File: src/rtl/rx_seq_guard.sv
module rx_seq_guard #(
  parameter int SEQ_W   = 12,
  parameter int MAX_PAY = 16,
  localparam int LEN_W  = $clog2(MAX_PAY + 1)
) (
  input  logic                   clk,
  input  logic                   rst_n,
  input  logic                   in_valid,
  input  logic                   in_sop,
  input  logic                   in_eop,
  input  logic [7:0]             in_data,
  output logic                   out_valid,
  output logic [SEQ_W-1:0]       out_seq,
  output logic [LEN_W-1:0]       out_len,
  output logic [MAX_PAY*8-1:0]   out_data,
  output logic                   ack_valid,
  output logic                   nak_valid,
  output logic [SEQ_W-1:0]       ackn_seq
);
  localparam int IDX_W = $clog2(MAX_PAY + 7) + 1;
  localparam logic [31:0] POLY = 32'hEDB88320;

  function automatic logic [31:0] crc_step(input logic [31:0] c, input logic [7:0] d);
    logic [31:0] r;
    r = c;
    for (int k = 0; k < 8; k++)
      r = (r[0] ^ d[k]) ? ((r >> 1) ^ POLY) : (r >> 1);
    return r;
  endfunction

  logic              in_pkt, over, err;
  logic [IDX_W-1:0]  idx;
  logic [31:0]       win, crc;
  logic [SEQ_W-9:0]  seq_hi;
  logic [7:0]        seq_lo;
  logic [SEQ_W-1:0]  exp_seq;
  logic [7:0]        pbuf [MAX_PAY];

  logic              take, fin, over_nx, len_ok, crc_ok, good, wr_en;
  logic [IDX_W-1:0]  cur_idx, pay_idx;
  logic [31:0]       crc_cur, crc_nx;

  assign take    = in_valid && (in_sop || in_pkt);
  assign fin     = take && in_eop;
  assign cur_idx = in_sop ? '0 : idx;
  assign crc_cur = in_sop ? '1 : crc;
  assign crc_nx  = (cur_idx >= IDX_W'(4)) ? crc_step(crc_cur, win[31:24]) : crc_cur;
  assign over_nx = (!in_sop && over) || (cur_idx >= IDX_W'(MAX_PAY + 6));
  assign pay_idx = cur_idx - IDX_W'(6);
  assign wr_en   = take && (cur_idx >= IDX_W'(6)) && !over_nx;
  assign len_ok  = (cur_idx >= IDX_W'(5)) && !over_nx;
  assign crc_ok  = (crc_nx ^ 32'hFFFFFFFF) == {in_data, win[7:0], win[15:8], win[23:16]};
  assign good    = crc_ok && len_ok && ({seq_hi, seq_lo} == exp_seq);

  for (genvar g = 0; g < MAX_PAY; g++) begin : g_buf
    always_ff @(posedge clk)
      if (wr_en && pay_idx == IDX_W'(g)) pbuf[g] <= win[31:24];
    assign out_data[g*8 +: 8] = pbuf[g];
  end

  always_ff @(posedge clk or negedge rst_n) begin
    if (!rst_n) begin
      in_pkt <= 1'b0;
      over   <= 1'b0;
      idx    <= '0;
      win    <= '0;
      crc    <= '1;
      seq_hi <= '0;
      seq_lo <= '0;
    end else if (take) begin
      in_pkt <= !in_eop;
      over   <= over_nx;
      idx    <= over_nx ? cur_idx : cur_idx + IDX_W'(1);
      win    <= {win[23:0], in_data};
      crc    <= crc_nx;
      if (cur_idx == IDX_W'(0)) seq_hi <= in_data[SEQ_W-9:0];
      if (cur_idx == IDX_W'(1)) seq_lo <= in_data;
    end
  end

  always_ff @(posedge clk or negedge rst_n) begin
    if (!rst_n) begin
      exp_seq   <= '0;
      err       <= 1'b0;
      out_valid <= 1'b0;
      ack_valid <= 1'b0;
      nak_valid <= 1'b0;
      out_seq   <= '0;
      out_len   <= '0;
      ackn_seq  <= '0;
    end else begin
      out_valid <= fin && good;
      ack_valid <= fin && good;
      nak_valid <= fin && !good && !err;
      if (fin) begin
        if (good || !err) ackn_seq <= exp_seq;
        if (good) begin
          exp_seq <= exp_seq + SEQ_W'(1);
          err     <= 1'b0;
          out_seq <= exp_seq;
          out_len <= LEN_W'(cur_idx - IDX_W'(5));
        end else begin
          err <= 1'b1;
        end
      end
    end
  end
endmodule

File: config.mk
export PLATFORM = sky130hd
export DESIGN_NAME = rx_seq_guard
export DESIGN_NICKNAME = d
export VERILOG_FILES = /design/src/rtl/rx_seq_guard.sv
export SDC_FILE = /design/constraint.sdc
export NUM_CORES = 1
export LEC_CHECK = 0
export BUFFER_PORTS_ARGS = -buffer_cell sky130_fd_sc_hd__buf_2
export CORE_UTILIZATION = 55
export DETAILED_ROUTE_END_ITERATION = 12
export GPL_TIMING_DRIVEN = 0
export MAX_ROUTING_LAYER = met4
export PLACE_DENSITY = 0.77
export SLEW_MARGIN = 20
export SYNTH_ARGS = -nofsm -noshare
export SYNTH_HDL_FRONTEND = slang
export SYNTH_SLANG_ARGS = --single-unit
File: constraint.sdc
create_clock -name clk -period 9.05 [get_ports clk]
set_input_delay 0.4525 -clock clk [delete_from_list [all_inputs] [get_ports clk]]
set_output_delay 0.4525 -clock clk [all_outputs]
set_load 0.05 [all_outputs]
==> key figures, run 1 <==
Clock tree
  • Later-pin clock latency in the skew report: 560 ps
  • Htree depth: 1
  • CTS root buffer: clkbuf_16
  • TritonCTS buffer count: 26
  • CTS sink count: 256
  • CTS tree: built
  • Clock buffer depth: 3
  • Worst-path clk slew: 60 ps

Layout
  • Final Cell Area: 14,650 um2
  • Share of cells above drive strength 1: 0.2519
  • Area Growth Syn to Fin: 17.01%
  • # nets final: 1,291
  • N_diodes: 0

Run
  • Max-cap violation count: 0

Global routing
  • Tot GR Track Use: 0.3374
  • First-pass GRT wire length: 57.11 mm
  • Total gr overflow: 0
  • Vias in the first global route: 9,243
  • Pin count of the biggest net entering global routing: 78
  • Initial antenna violation count: 0

Die
  • Area of the core: 22,090 um2
  • Cell Rows: 54
  • Die area: 23,370 um2
  • Initial core utilization: 0.5665
  • Die width: 152.9 um
  • I/O pin count: 173
  • Die Ht: 152.9 um

Synthesis
  • Largest cells by area after synthesis: edfxtp_1 (31%), dfrtp_1 (19%), dfstp_2 (6.7%)
  • Syn Area/Cell: 11.71 um2
  • Ys flop type: edfxtp_1
  • Netlist cell types: 79
  • Yosys warns: 0
  • Syn nets: 1,090
  • FFs w/ async S/R, synth: 0.5000
  • Synth area leader: edfxtp_1
  • Cells after synthesis: 1,069
  • Sequential share of the synthesized area: 0.5662
  • Synthesized area: 12,520 um2
  • Most frequent cell after synthesis: nand2_1
  • Most instantiated cells after synthesis: nand2_1 (134), edfxtp_1 (128), nor2_1 (97)
  • Post-synth EDFFs: 128
  • #FFs+latches synth: 256
  • Area share of the largest cell type after synthesis: 0.3071

Setup path
  • Max incr delay on CP: 630 ps
  • CP Class: primary input to flop
  • Crit start category: primary input
  • Setup crit end kind: flop
  • CP required: 9480 ps
  • Worst Path Max Fanout: 10
  • Crit path top cell by count: buf_2
  • Crit-path cells: buf_2, buf_2, buf_2, buf_2, buf_1, buf_2, buf_1, nor2b_1, ha_1, buf_4, a21oi_1, a311oi_1, nor4_1, nand4b_1, or4b_2, nor4_1, nand4_1, nor3_2, buf_6, mux2_4
  • Arr. time, crit path: 6610 ps
  • CP max stage cell: or4b_2
  • Crit path max-delay family: buffers and inverters
  • Buffers & Inverters on Critical Path: 9

Outcome
  • Status: finished, final reports clean

Placement
  • Input/output buffers: 171
  • Placement Setup Slack: 2482 ps
  • Post-DP HPWL: 27.21 mm
  • Final GP Congestion: 0.9917
  • Placed inst area: 13,760 um2

STA
  • Total Neg Setup Slack: 0 ps
  • Final hold violation count: 0
  • Clk_skew: 20.77 ps
  • Final Max Tran Viols: 0
  • Rel. slew slack: 0.2880
  • Fmax: 0.1619 GHz
  • # setup viols final: 0
  • Worst-Margin Slew: 1055 ps
  • Fin crit period: 6175 ps
  • Fin crit share: 0.6823
  • RSZ-0062 raised after global routing: false
  • Setup ws final: 2875 ps

Power and ir drop
  • PD cells: 326.5 nW/um2
  • Worst-case vdd ir drop: 0.0001897 V
  • Leak: 6.207 nW

Drt
  • Post-DR wirelength/cell: 23.85 um
  • Vias/cell: 6.036
  • Initial drt markers: 847
  • Detailed Route WL: 37.45 mm
  • Initial DRT Pass Iterations: 7
  • Total number of vias: 9,477
  • DRT antenna net count: 0
  • DR DRC count: 0

Worst hold path
  • Hold crit path type: primary input to flop
==> state kept, by name, indices dropped and copies added (netlist names) <==
name,cells
err,1
crc,32
win,32
ack_valid,1
seq_hi,4
seq_lo,8
out_seq,12
pbuf,128
in_pkt,1
over,1
nak_valid,1
idx,6
exp_seq,12
out_len,5
ackn_seq,12
==> worst paths after layout <==
| kind | start | endpoint | slack, ps | depth (start not counted) |
|---|---|---|---|---|
| min in group asynchronous | rst_n | win[2] | 430 | 2 |
| worst max register to register | win[31] | out_seq[4] | 4020 | 10 |
| max in group asynchronous | rst_n | crc[11] | 7900 | 3 |
| worst min-delay path | in_data[5] | win[5] | 190 | 3 |
| worst max-delay path | in_sop | out_seq[4] | 2870 | 20 |
| worst min register to register | out_seq[3] | out_seq[3] | 510 | 1 |
==> layout by cell type (no fill, tap or decap), drive strengths merged, types with 4 or more instances in the layout <==
cell type    n
xnor2       72
clkbuf      65
o2111ai      4
a211oi       7
o22ai       20
a31oi        5
mux2i       10
inv         17
edfxtp     128
nand2      135
nor2b        8
or4b         4
nand3       18
mux2        40
o211ai       5
xor2        50
or3          5
o21a         4
and3         8
dfrtp       96
o21ai       43
nand4       16
dfstp       32
and2         7
a21oi       51
xnor3       19
buf        206
nor2        98
nor4        12
ha           8
nor3        21
nor3b        5
o22a         6
clkinv       8
==> metrics by stage <==
step	hold WS (ps)	power, W	cells	util
after CTS	184.3	0.004747	1570	0.6629
after global placement	478.3	0.003638	1520	0.6211
after global routing	204.4	0.004980	1570	0.6629
after floorplan	156.9	0.003072	1069	-
after detailed placement	411.8	0.003646	1521	0.6228
final	189.9	0.004782	1570	0.6629
==> report_power, final <==
part,internal (W),switching (W)
clock network,0.000631,0.000459
logic,0.000894,0.00114
registers,0.00144,0.000217
==> worst min-delay path: stages <==
cell and delay (ps):
buf_2 140, nand2_1 60, nand2_1 40
==> routing by layer <==
layer / GRT usage / vias to the layer above / wire length [um]
met5: - / - / 0
met4: 0.1073 / 0 / 1234
met3: 0.06294 / 86 / 3571
met2: 0.5304 / 536 / 17340
met1: 0.4464 / 4647 / 15300
li1: - / 4208 / -
==> logic make-up after synthesis <==
logic type | synth area share
AO/OA/AOI/OAI | 0.08757
XOR/XNOR | 0.1227
adder cells (fa/ha/maj) | 0.007997
buffers and inverters | 0.03019
flip-flops | 0.5662
multiplexers | 0.04908
AND/OR/NAND/NOR | 0.1363
==> repair_timing <==
action,4_1_cts,5_1_grt
hold buffers,1,0
endpoints found under the hold margin,29,0
resized for setup,0,0
setup buffers,0,0
==> area by class of cell <==
class	instances	area [um2]
buffer	65	319.1
clock buffer	35	734.5
clock inverter	13	141.4
fill	1696	7447
inverter	15	58.81
multi-input combinational	733	5052
sequential	256	7087
tap	280	350.3
timing repair buffer	173	903.4
Power figures use the tool's default switching activity.
==> run 2: changes to the inputs <==
--- a/config.mk
+++ b/config.mk
@@ -5,12 +5,13 @@
 export SDC_FILE = /design/constraint.sdc
 export NUM_CORES = 1
 export LEC_CHECK = 0
+export ABC_AREA = 1
 export BUFFER_PORTS_ARGS = -buffer_cell sky130_fd_sc_hd__buf_2
-export CORE_UTILIZATION = 55
+export CORE_UTILIZATION = 52
 export DETAILED_ROUTE_END_ITERATION = 12
 export GPL_TIMING_DRIVEN = 0
 export MAX_ROUTING_LAYER = met4
-export PLACE_DENSITY = 0.77
+export PLACE_DENSITY = 0.76
 export SLEW_MARGIN = 20
 export SYNTH_ARGS = -nofsm -noshare
 export SYNTH_HDL_FRONTEND = slang
==> constraint.sdc (replaced) <==
create_clock -name clk -period 5.08 [get_ports clk]
set_input_delay 0.254 -clock clk [delete_from_list [all_inputs] [get_ports clk]]
set_output_delay 0.254 -clock clk [all_outputs]
set_load 0.05 [all_outputs]
==> key figures, run 2 <==
Run
  • Max-cap violation count: 0 (unchanged)

Drt
  • Vias/cell: 5.429 (was 6.036)
  • Total number of vias: 10.95k (was 9,477)
  • Detailed Route WL: 36.34 mm (was 37.45 mm)
  • Post-DR wirelength/cell: 18.02 um (was 23.85 um)
  • Initial DRT Pass Iterations: 6 (was 7)
  • DR DRC count: 0 (unchanged)
  • Initial drt markers: 976 (was 847)
  • DRT antenna net count: 0 (unchanged)

Placement
  • Final GP Congestion: 0.9928 (was 0.9917)
  • Input/output buffers: 172 (was 171)
  • Post-DP HPWL: 26.81 mm (was 27.21 mm)

Setup path
  • CP max stage cell: dfrtp_1 (was or4b_2)
  • Worst Path Max Fanout: 20 (was 10)
  • Setup crit end kind: flop (unchanged)
  • Crit start category: flop (was primary input)
  • Crit-path cells: nand2_1, nand2_2, nand2_1, nand2_4, nand2_2, nand2_2, nand2_1, nand3_1, nand2_1, nand2_1, nand4_1, nor2_1, nand3_1, nor2_4, nand2_4, buf_2, nand2_1, o21ai_1 (was buf_2, buf_2, buf_2, buf_2, buf_1, buf_2, buf_1, nor2b_1, ha_1, buf_4, a21oi_1, a311oi_1, nor4_1, nand4b_1, or4b_2, nor4_1, nand4_1, nor3_2, buf_6, mux2_4)
  • Arr. time, crit path: 4090 ps (was 6610 ps)
  • CP required: 5490 ps (was 9480 ps)
  • Crit path top cell by count: nand2_1 (was buf_2)
  • CP Class: flop to flop (was primary input to flop)
  • Max incr delay on CP: 880 ps (was 630 ps)

Global routing
  • Pin count of the biggest net entering global routing: 91 (was 78)
  • Total gr overflow: 0 (unchanged)
  • Vias in the first global route: 9,984 (was 9,243)
  • Initial antenna violation count: 0 (unchanged)
  • Tot GR Track Use: 0.3062 (was 0.3374)
  • First-pass GRT wire length: 55.40 mm (was 57.11 mm)

Layout
  • Area Growth Syn to Fin: 17.30% (was 17.01%)
  • N_diodes: 0 (unchanged)
  • Max reg flops: 128 (unchanged)
  • Fill cells: 2,021 (was 1,696)
  • Share of cells above drive strength 1: 0.1779 (was 0.2519)
  • Top flop regs: pbuf x128, crc x32, win x32 (unchanged)
  • Biggest register: pbuf (unchanged)
  • Leading cell types in the layout, fill and taps excluded: nand2_1 (557), buf_2 (182), nor2_1 (134) (was buf_2 (186), nand2_1 (134), edfxtp_1 (128))
  • # nets final: 1,699 (was 1,291)
  • Commonest non-fill, non-tap cell in the layout: nand2_1 (was buf_2)

Power and ir drop
  • Power Total: 0.006240 W (was 0.004782 W)
  • Combinational Power Share: 0.263 (was 0.426)
  • NetSw: 0.002155 W (was 0.001817 W)
  • Internal power: 0.004084 W (was 0.002966 W)
  • Switching Fraction: 0.3454 (was 0.3799)
  • Clock power frac: 0.306 (was 0.228)
  • Worst-case vdd ir drop: 0.0002579 V (was 0.0001897 V)
  • Leak: 6.892 nW (was 6.207 nW)
  • PD cells: 424.9 nW/um2 (was 326.5 nW/um2)
  • Sequential power share: 0.431 (was 0.346)

Synthesis
  • Largest cells by area after synthesis: edfxtp_1 (31%), dfrtp_1 (19%), nand2_1 (17%) (was edfxtp_1 (31%), dfrtp_1 (19%), dfstp_2 (6.7%))
  • Netlist cell types: 39 (was 79)
  • Synthesized area: 12,520 um2 (about the same)
  • Most frequent cell after synthesis: nand2_1 (unchanged)
  • Cells after synthesis: 1,476 (was 1,069)
  • Post-synth EDFFs: 128 (unchanged)
  • Ys flop type: edfxtp_1 (unchanged)
  • Syn Area/Cell: 8.482 um2 (was 11.71 um2)
  • Most instantiated cells after synthesis: nand2_1 (557), nor2_1 (134), nand3_1 (132) (was nand2_1 (134), edfxtp_1 (128), nor2_1 (97))
  • Syn nets: 1,497 (was 1,090)
  • Sequential share of the synthesized area: 0.5661 (was 0.5662)
  • Yosys warns: 0 (unchanged)
  • #FFs+latches synth: 256 (unchanged)
  • Area share of the largest cell type after synthesis: 0.3070 (was 0.3071)
  • FFs w/ async S/R, synth: 0.5000 (unchanged)
  • Synth area leader: edfxtp_1 (unchanged)

STA
  • Final hold violation count: 0 (unchanged)
  • Fin crit share: 0.7253
  • Rel. slew slack: 0.4158 (was 0.2880)
  • Total Neg Setup Slack: 0 ps (unchanged)
  • Fin crit period: 3684 ps
  • Worst-Margin Slew: 873.1 ps (was 1055 ps)
  • # setup viols final: 0 (unchanged)
  • RSZ-0062 raised after global routing: false (unchanged)
  • Fmax: 0.2714 GHz
  • Clk_skew: 19.34 ps (was 20.77 ps)
  • Final Max Tran Viols: 0 (unchanged)

Worst hold path
  • Hold crit path type: primary input to flop (unchanged)

Die
  • Die Ht: 157.2 um (was 152.9 um)
  • Die area: 24,700 um2 (was 23,370 um2)
  • Cell Rows: 56 (was 54)
  • Die width: 157.2 um (was 152.9 um)
  • Area of the core: 23,540 um2 (was 22,090 um2)
  • I/O pin count: 173 (unchanged)
  • Initial core utilization: 0.5318 (was 0.5665)

Clock tree
  • CTS sink count: 256 (unchanged)
  • Htree depth: 1 (unchanged)
  • Worst-path clk slew: 60 ps (about the same)
  • CTS root buffer: clkbuf_16 (unchanged)
  • Cts hold-fix bufs: 1 (unchanged)
  • Later-pin clock latency in the skew report: 540 ps (was 560 ps)
  • Gates resized, CTS repair: 0 (unchanged)
  • TritonCTS buffer count: 26 (unchanged)
  • Clock buffer depth: 3 (unchanged)
  • CTS tree: built (unchanged)
  • Postcts setup bufs: 0 (unchanged)

Outcome
  • Status: finished, final reports clean (unchanged)
[run 2: cells by family after synthesis]
group,count (synthesis),share of synthesized area
AO/OA/AOI/OAI,115,0.04817
XOR/XNOR,27,0.01889
adder cells (fa/ha/maj),8,0.007996
buffers and inverters,169,0.05717
flip-flops,256,0.5661
AND/OR/NAND/NOR,901,0.3017
[run 2: metrics by stage]
step	std cells	hold WS [ps]	utilization	cell area, um2	setup WS [ps]
global placement	1967	465.2	0.5853	13780	1066
finish	2017	12.46	0.6238	14690	1396
CTS	2017	6.744	0.6238	14690	1452
global route	2017	20.66	0.6238	14690	1132
detailed placement	1968	150.1	0.5869	13820	1038
floorplan	1476	-41.59	-	12520	2145
[run 2: power by group through the flow]
stage                     combinational (W)  sequential, W  clock [W]
final                               0.00164        0.00269    0.00191
after global routing                0.00182        0.00271    0.00201
after CTS                           0.00160        0.00269    0.00193
after detailed placement            0.00159        0.00273          0
after global placement              0.00156        0.00272          0
after floorplan                     0.00116        0.00264          0
[run 2: area by class of cell]
class,count,area [um2],share of cell area
repair buffers,174,908.4,0.06186
multi-input cells,1051,4717,0.3212
well taps,319,399.1,0.02718
clock buffers,31,689.4,0.04695
flip-flops and latches,256,7087,0.4826
clock inverters,17,168.9,0.01150
inverters,128,480.5,0.03272
plain buffers,41,235.2,0.01602
[run 2: critical path: cells and delay by family (launching register included)]
family	cells	cell delay (ps)
compound gates	1	80
buf+inv	1	210
flops	1	880
simple gates	16	2380
[run 2: routing by layer]
metal,up-vias,routed length (um),track usage
met5,-,0,-
met4,0,1379,0.1160
met3,84,3034,0.04570
met2,568,16300,0.4730
met1,5106,15630,0.4097
li1,5193,-,-
[run 2: final timing paths]
check                           startpoint     endpoint  slack, ps  cells after the start
worst min-delay path            in_data[4]    seq_lo[4]         10                      3
worst max register to register     win[24]   out_seq[6]       1400                     18
max in group asynchronous            rst_n       crc[6]       4100                      3
min in group asynchronous            rst_n  ackn_seq[4]        180                      2
worst min register to register     crc[28]      crc[28]        480                      2
worst max-delay path               win[24]   out_seq[6]       1400                     18
==> run 3: changes to the inputs <==
--- a/config.mk
+++ b/config.mk
@@ -5,7 +5,7 @@
 export SDC_FILE = /design/constraint.sdc
 export NUM_CORES = 1
 export LEC_CHECK = 0
-export ABC_AREA = 1
+export ABC_AREA = 0
 export BUFFER_PORTS_ARGS = -buffer_cell sky130_fd_sc_hd__buf_2
 export CORE_UTILIZATION = 52
 export DETAILED_ROUTE_END_ITERATION = 12
==> constraint.sdc (replaced) <==
create_clock -name clk -period 3.32 [get_ports clk]
set_input_delay 0.166 -clock clk [delete_from_list [all_inputs] [get_ports clk]]
set_output_delay 0.166 -clock clk [all_outputs]
set_load 0.05 [all_outputs]
==> key figures, run 3 (synthesis results as in run 1) <==
Die
  • Die area: 24,700 um2 (about the same)
  • Die Ht: 157.2 um (about the same)
  • Cell Rows: 56 (unchanged)
  • Area of the core: 23,540 um2 (unchanged)
  • Die width: 157.2 um (about the same)
  • I/O pin count: 173 (unchanged)
  • Initial core utilization: 0.5317 (was 0.5318)

Drt
  • DRT antenna net count: 0 (unchanged)
  • DR DRC count: 0 (unchanged)
  • Initial drt markers: 1,063 (was 976)
  • Total number of vias: 9,898 (was 10.95k)
  • Vias/cell: 5.902 (was 5.429)
  • Post-DR wirelength/cell: 23.47 um (was 18.02 um)
  • Detailed Route WL: 39.36 mm (was 36.34 mm)
  • Initial DRT Pass Iterations: 6 (unchanged)

STA
  • Setup ws final: -624.1 ps (was 1396 ps)
  • Fin crit share: 1.188 (was 0.7253)
  • Rel. slew slack: 0.4087 (was 0.4158)
  • Final Max Tran Viols: 0 (unchanged)
  • Fin crit period: 3944 ps (was 3684 ps)
  • RSZ-0062 raised after global routing: true (was false)
  • Final hold violation count: 0 (unchanged)
  • Clk_skew: 13.08 ps (was 19.34 ps)
  • Total Neg Setup Slack: -21,210 ps (was 0 ps)
  • Fmax: 0.2535 GHz (was 0.2714 GHz)
  • Worst-Margin Slew: 883.7 ps (was 873.1 ps)
  • # setup viols final: 44 (was 0)

Layout
  • Area Growth Syn to Fin: 29.44% (was 17.30%)
  • Leading cell types in the layout, fill and taps excluded: buf_2 (171), nand2_1 (133), edfxtp_1 (128) (was nand2_1 (557), buf_2 (182), nor2_1 (134))
  • Biggest register: pbuf (unchanged)
  • Max reg flops: 128 (unchanged)
  • Finished Layout Cells: 1,677 (was 2,017)
  • Final Util: 0.6882 (was 0.6238)
  • Commonest non-fill, non-tap cell in the layout: buf_2 (was nand2_1)
  • Share of cells above drive strength 1: 0.3596 (was 0.1779)
  • # nets final: 1,359 (was 1,699)
  • Top flop regs: pbuf x128, crc x32, win x32 (unchanged)

Power and ir drop
  • Leak: 6.945 nW (was 6.892 nW)
  • PD cells: 928.9 nW/um2 (was 424.9 nW/um2)
  • Worst-case vdd ir drop: 0.0006174 V (was 0.0002579 V)
  • Power Total: 0.01505 W (was 0.006240 W)

Clock tree
  • Clock buffer depth: 3 (unchanged)
  • Htree depth: 1 (unchanged)
  • CTS tree: built (unchanged)
  • CTS sink count: 256 (unchanged)
  • TritonCTS buffer count: 25 (was 26)
  • Later-pin clock latency in the skew report: 540 ps (about the same)
  • CTS root buffer: clkbuf_16 (unchanged)
  • Worst-path clk slew: 70 ps (was 60 ps)

Global routing
  • Initial antenna violation count: 1 (was 0)
  • Tot GR Track Use: 0.3309 (was 0.3062)
  • Pin count of the biggest net entering global routing: 85 (was 91)
  • Total gr overflow: 0 (unchanged)
  • First-pass GRT wire length: 57.77 mm (was 55.40 mm)
  • Vias in the first global route: 9,417 (was 9,984)

Setup path
  • Arr. time, crit path: 4370 ps (was 4090 ps)
  • CP required: 3750 ps (was 5490 ps)
  • CP Class: flop to flop (unchanged)
  • Crit start category: flop (unchanged)
  • Reg2Reg Depth: 12 (was 18)
  • Worst Path Max Fanout: 8 (was 20)
  • Setup crit end kind: flop (unchanged)

Placement
  • Cell count after placement: 1,560 (was 1,968)
  • Final GP Congestion: 1.004 (was 0.9928)
  • Placement Setup Slack: -1255 ps (was 1038 ps)
  • Input/output buffers: 171 (was 172)
  • Post-DP HPWL: 26.58 mm (was 26.81 mm)

Outcome
  • Status: finished, violations left (was finished, final reports clean)
  • Failing checks: setup timing

Run
  • Max-cap violation count: 0 (unchanged)

Worst hold path
  • Hold Path Cell Cnt: 3 (unchanged)
  • Hold crit path type: primary input to flop (unchanged)
==> run 3: worst max-delay path: stages, from the launching register on <==
cell     delay [ps]
dfstp_2         580
nor2_2           70
xor2_1          170
xnor3_1         480
xnor3_2         300
buf_6           120
nand3_2          60
o311a_1         180
or4b_1          540
or4b_4          580
nor3_4          220
buf_6           210
mux2_4          310
==> run 3: cell type report <==
type,instances,area [um2]
timing repair buffer,255,1612
fill,1696,7341
inverter,15,58.81
clock inverter,17,191.4
antenna,1,2.502
sequential,256,7123
multi-input combinational,733,5728
tap,319,399.1
buffer,52,446.7
clock buffer,29,640.6
==> run 3: through the flow <==
stage	cell area, um2	hold WS [ps]
5_1_grt	16200	73.72
2_1_floorplan	12690	-129.6
3_3_place_gp	13940	458.7
6_report	16200	41.40
3_5_place_dp	13980	99.80
4_1_cts	15740	15.67
==> run 3: per-layer routing <==
metal	vias up	part of all wire	global-route usage
li1	4359	-	-
met1	4807	0.42	0.4531
met2	608	0.46	0.5075
met3	124	0.083	0.04102
met4	0	0.039	0.1276
met5	-	0	-
==> run 3: path summary, 6_finish.rpt <==
path	endpoint	from	slack, ps
worst max-delay path	out_seq[9]	crc[2]	-620
worst min-delay path	win[6]	in_data[6]	40
worst max register to register	out_seq[9]	crc[2]	-620
worst min register to register	ackn_seq[7]	ackn_seq[7]	500
max in group asynchronous	win[30]	rst_n	2450
min in group asynchronous	win[17]	rst_n	140
==> run 3: where the power goes <==
group	switching (W)	leakage (nW)	internal, W
sequential	0.000682	2.75	0.00395
clock	0.00124	0.396	0.00164
combinational	0.00387	3.80	0.00366
==> run 3: timing repair <==
| action | CTS | global route |
|---|---|---|
| pin swaps | 36 | 31 |
| gates resized for setup | 122 | 52 |
| cloned | 2 | 1 |
| endpoints found under the setup margin | 54 | 140 |
| endpoints found under the hold margin | 130 | 0 |
| buffers inserted | 44 | 28 |
| hold buffers | 9 | 0 |
